## config.mk

```make
export PLATFORM = sky130hd
export DESIGN_NAME = sensirq_ctrl
export DESIGN_NICKNAME = d
export VERILOG_FILES = /design/src/rtl/sensirq_pkg.sv /design/src/rtl/sensirq_sampler.sv /design/src/rtl/sensirq_cmp.sv /design/src/rtl/sensirq_pending.sv /design/src/rtl/sensirq_port.sv /design/src/rtl/sensirq_ctrl.sv
export SDC_FILE = /design/constraint.sdc
export NUM_CORES = 1
export LEC_CHECK = 0
export BUFFER_PORTS_ARGS = -buffer_cell sky130_fd_sc_hd__buf_2
export CAP_MARGIN = 0
export CORE_MARGIN = 1.5
export CORE_UTILIZATION = 50
export DETAILED_ROUTE_END_ITERATION = 16
export HOLD_SLACK_MARGIN = 0.15
export PLACE_DENSITY = 0.79
export SETUP_SLACK_MARGIN = 0.3
export SKIP_CTS_REPAIR_TIMING = 1
export SYNTH_ARGS = -nofsm -noshare
export SYNTH_HDL_FRONTEND = slang
export SYNTH_HIERARCHICAL = 1
export SYNTH_SLANG_ARGS = --single-unit
```

## constraint.sdc

```tcl
create_clock -name clk_i -period 1.6 [get_ports clk_i]
set_input_delay 0.32 -clock clk_i [delete_from_list [all_inputs] [get_ports clk_i]]
set_output_delay 0.32 -clock clk_i [all_outputs]
set_load 0.1 [all_outputs]
```

## src/rtl/sensirq_pkg.sv

```systemverilog
package sensirq_pkg;
  parameter int DATA_W = 8;
  typedef logic [DATA_W-1:0] sample_t;
endpackage

```

## src/rtl/sensirq_sampler.sv

```systemverilog
module sensirq_sampler #(
  parameter int W = sensirq_pkg::DATA_W
) (
  input  logic         clk_i,
  input  logic         rst_i,
  input  logic [W-1:0] raw_i,
  output logic [W-1:0] cur_o,
  output logic [W-1:0] prev_o,
  output logic         primed_o
);
  logic [W-1:0] cur_q;
  logic [W-1:0] prev_q;
  logic         primed_q;

  always_ff @(posedge clk_i) begin
    if (rst_i) begin
      cur_q    <= '0;
      prev_q   <= '0;
      primed_q <= 1'b0;
    end else if (!primed_q) begin
      // first capture fills both stages so no false difference appears
      cur_q    <= raw_i;
      prev_q   <= raw_i;
      primed_q <= 1'b1;
    end else begin
      cur_q    <= raw_i;
      prev_q   <= cur_q;
    end
  end

  assign cur_o    = cur_q;
  assign prev_o   = prev_q;
  assign primed_o = primed_q;
endmodule

```

## src/rtl/sensirq_cmp.sv

```systemverilog
module sensirq_cmp #(
  parameter int W = sensirq_pkg::DATA_W
) (
  input  logic [W-1:0] a_i,
  input  logic [W-1:0] b_i,
  output logic         diff_o
);
  logic [W-1:0] bit_diff;

  for (genvar i = 0; i < W; i++) begin : g_bit
    assign bit_diff[i] = a_i[i] ^ b_i[i];
  end

  assign diff_o = |bit_diff;
endmodule

```

## src/rtl/sensirq_pending.sv

```systemverilog
module sensirq_pending (
  input  logic clk_i,
  input  logic rst_i,
  input  logic event_i,
  input  logic clear_i,
  output logic pend_o
);
  logic pend_q;

  always_ff @(posedge clk_i) begin
    if (rst_i)        pend_q <= 1'b0;
    else if (event_i) pend_q <= 1'b1;   // a new event wins over a clear
    else if (clear_i) pend_q <= 1'b0;
  end

  assign pend_o = pend_q;
endmodule

```

## src/rtl/sensirq_port.sv

```systemverilog
module sensirq_port #(
  parameter int W = sensirq_pkg::DATA_W
) (
  input  logic         cyc_i,
  input  logic         stb_i,
  input  logic [W-1:0] rd_val_i,
  output logic         ack_o,
  output logic [W-1:0] dat_o
);
  logic access;

  assign access = cyc_i & stb_i;
  assign ack_o  = access;
  assign dat_o  = access ? rd_val_i : '0;
endmodule

```

## src/rtl/sensirq_ctrl.sv

```systemverilog
module sensirq_ctrl #(
  parameter int W = sensirq_pkg::DATA_W
) (
  input  logic         clk_i,
  input  logic         rst_i,
  input  logic         cyc_i,
  input  logic         stb_i,
  output logic         ack_o,
  output logic [W-1:0] dat_o,
  input  logic [W-1:0] sense_i,
  output logic         int_req,
  input  logic         int_ack
);
  logic [W-1:0] cur_s;
  logic [W-1:0] prev_s;
  logic         primed;
  logic         chg;

  sensirq_sampler #(.W(W)) u_sampler (
    .clk_i    (clk_i),
    .rst_i    (rst_i),
    .raw_i    (sense_i),
    .cur_o    (cur_s),
    .prev_o   (prev_s),
    .primed_o (primed)
  );

  sensirq_cmp #(.W(W)) u_cmp (
    .a_i    (cur_s),
    .b_i    (prev_s),
    .diff_o (chg)
  );

  sensirq_pending u_pend (
    .clk_i   (clk_i),
    .rst_i   (rst_i),
    .event_i (chg),
    .clear_i (int_ack),
    .pend_o  (int_req)
  );

  sensirq_port #(.W(W)) u_port (
    .cyc_i    (cyc_i),
    .stb_i    (stb_i),
    .rd_val_i (cur_s),
    .ack_o    (ack_o),
    .dat_o    (dat_o)
  );
endmodule

```

==> out/qor.csv <==
metric,value,unit
via_per_inst,5.27,
ioPinCount,23,
cts_root_buf,sky130_fd_sc_hd__clkbuf_4,
postSynthCellCount,68,
critical_path.max_stage_delay,0.36,ns
number_of_global_route_vias_before_repair,516,
start_kind,flop,
worst_path_cell_with_the_longest_stage_delay,sky130_fd_sc_hd__dfxtp_2,
reg2reg_slack,0.36,ns
static-leakage-power,0.541,nW
cp.required,1.28,ns
area.growth.synth_to_final,51.9,%
worst_ep_arrival_time,1.04,ns
overflow,0,
fin_setup_tns,0,ns
clock_latency_on_the_worst_skew_pair,0.29,ns
compound_gate_portion_of_the_synthesized_area,1.24,%
synth_sequential_area_ratio,50.9,%
synthMuxAreaShare,11.3,%
die_boundary_width,40.6,um
post-synth-top-area-cell,sky130_fd_sc_hd__dfxtp_1,
synthesized_net_count,81,
drt_iter0_drc,10,
finalSetupViolations,0,
syn_area_per_cell,10.4,um^2
postPlaceCellArea,963,um^2
crit_buf_inv,1,
most-common-layout-cells,"sky130_fd_sc_hd__buf_2 (12), sky130_fd_sc_hd__dfxtp_1 (10), sky130_fd_sc_hd__buf_12 (9)",
critical_path.cell_chain,and3_2 > buf_12,
criticalPathCategory,flop to output pin,
ys_ff_latch,18,
detailedRoute.firstPassIterationCount,4,
layout.nets,113,
timing.final.crit_period,1.36,ns
cp_max_fo,3,
totalWireLength,1.65,mm
fp-row-count,13,
timing_max_transition_violations_final,0,
report.final.hold_viol_count,0,
initial_core_util,53.8,%
grt_max_degree,19,
numCtsBuffers,3,
fin_cells,114,
switching_power,0.279,mW
netlist_top_cells_area,"sky130_fd_sc_hd__dfxtp_1 (51%), sky130_fd_sc_hd__mux2i_1 (11%), sky130_fd_sc_hd__xor2_1 (9.9%)",
drive_above_1_share,51.5,%
internal_power,0.699,mW
routed_wire_length_per_instance,14.5,um
ys_types,15,
die_y,40.6,um
power.clock.fraction,28.8,%
syn-cell-area,708,um^2
numPlacedInstances,103,
gp_congestion,0.692,
min_to,u_sampler/cur_o[6],
cell_pwr_density,909,mW/mm^2
clock.fmax,735,MHz
mostFrequentLayoutCell,sky130_fd_sc_hd__buf_2,
fp.dieArea,0.00165,mm^2
tritoncts_num_sinks,18,
rsz0062_at_grt,yes,
crit-reg2reg-launch,u_sampler/cur_o[4],
synth_fa_ha_area_share,0,%
postRouteAntennaNets,0,
power.share.combinational,20.6,%
maxCapViolations,0,
clock_path_buffers,2,
timing.hold.worst_path_depth,2,
worst_hold_startpoint,sense_i[6],
cp_top_family,flip-flops,
numPortBuffers,22,
cp-end-kind,output pin,
via_count,601,
drc_errors,0,
postLayoutCellArea,0.00108,mm^2
grtUsageTotal,20.9,%
final.fill_count,75,
yosys.area_share.simple,23.0,%
sw_share,28.5,%
finClkSkew,0.00544,ns
cts_tree,built,
dominant_combinational_cell_family_by_area_after_synthesis,simple AND/OR/NAND/NOR gates,
ant_cells,0,
share_seq_of_total_power,50.7,%
antenna_found_initial,0,
min-delay-path-class,input port to flop,
run_status,finished clean,
synthXorXnorAreaFrac,9.89,%
max_slew_margin,68.5,%
worst-slew-pin-transition,0.472,ns
h-tree-depth,1,
core,0.00132,mm^2
cts.clk_slew.worst_paths,0.10,ns
r2r_cells,6,
finalCritPeriodShare,85.0,%
reg_to_reg_end,u_pend/pend_o,
global_route_wire_length_before_repair,2.16,mm
detailed_place_hpwl,1.06,mm
ys.warnings.count,6,
peakVddDrop,646,uV
synth.top_cell.area_share,50.9,%
==> through the flow <==
stage	hold WS, ns	setup WS (ns)	util [%]	total power, mW
global placement	0.476	0.410	73.1	0.677
CTS	0.243	0.178	75.9	0.956
finish	0.253	0.240	81.7	0.978
floorplan	0.382	0.311	-	0.619
global route	0.246	0.212	81.7	1.01
detailed placement	0.497	0.394	73.1	0.685
==> power by group through the flow <==
stage	Clock, mW	Sequential [mW]	Combinational (mW)
floorplan	0	0.510	0.110
global placement	0	0.504	0.173
detailed placement	0	0.505	0.179
CTS	0.281	0.495	0.180
global route	0.300	0.499	0.212
finish	0.281	0.495	0.201
==> registers in the layout (all words and copies together), names as in the netlist <==
name,flops
u_sampler/cur_o,8
u_pend/pend_o,1
u_sampler/prev_o,8
u_sampler/primed_o,1
==> metal layers <==
layer / routed length (um) / vias up / part of all wire [%] / global-route usage, %
li1: - / 286 / - / -
met1: 682 / 281 / 41 / 23.3
met2: 866 / 32 / 52 / 36.9
met3: 91 / 2 / 5.5 / 4.89
met4: 9 / 0 / 0.55 / 10.0
met5: 0 / - / 0 / 0
==> cells by family after synthesis <==
logic type                count (synthesis)
AOI/OAI and AO/OA                         1
xor gates and xnor gates                  8
buffers and inverters                     4
DFF                                      18
muxes                                     8
and+or+nand+nor                          29
==> Yosys cell counts <==
master,n
sky130_fd_sc_hd__nor2_1,8
sky130_fd_sc_hd__nand2b_1,1
sky130_fd_sc_hd__buf_6,1
sky130_fd_sc_hd__buf_4,1
sky130_fd_sc_hd__mux2i_1,8
sky130_fd_sc_hd__and2_2,1
sky130_fd_sc_hd__nor4_1,2
sky130_fd_sc_hd__and3_1,8
sky130_fd_sc_hd__dfxtp_1,18
sky130_fd_sc_hd__nor2b_1,6
sky130_fd_sc_hd__inv_1,2
sky130_fd_sc_hd__a21oi_2,1
sky130_fd_sc_hd__xor2_1,8
sky130_fd_sc_hd__nand2_1,1
sky130_fd_sc_hd__and2b_1,2
==> layout make-up <==
class / count / area [um^2] / share of cell area, %
multi-input cells: 46 / 343 / 31.9
inverters: 2 / 7.51 / 0.698
repair buffers: 29 / 300 / 27.9
flip-flops and latches: 18 / 370 / 34.4
well taps: 15 / 18.8 / 1.74
clock buffers: 4 / 36.3 / 3.37
==> worst max-delay path by stage <==
stage	start	endpoint	slack [ns]	depth (start not counted)
2_1_floorplan	u_pend/pend_o	u_pend/pend_o	0.31	2
3_3_place_gp	cyc_i	dat_o[6]	0.41	3
3_5_place_dp	cyc_i	dat_o[7]	0.39	3
4_1_cts	u_sampler/cur_o[7]	dat_o[7]	0.18	2
5_1_grt	u_sampler/cur_o[5]	dat_o[5]	0.21	2
6_report	u_sampler/cur_o[7]	dat_o[7]	0.24	2
(Power assumes the default switching activity.)
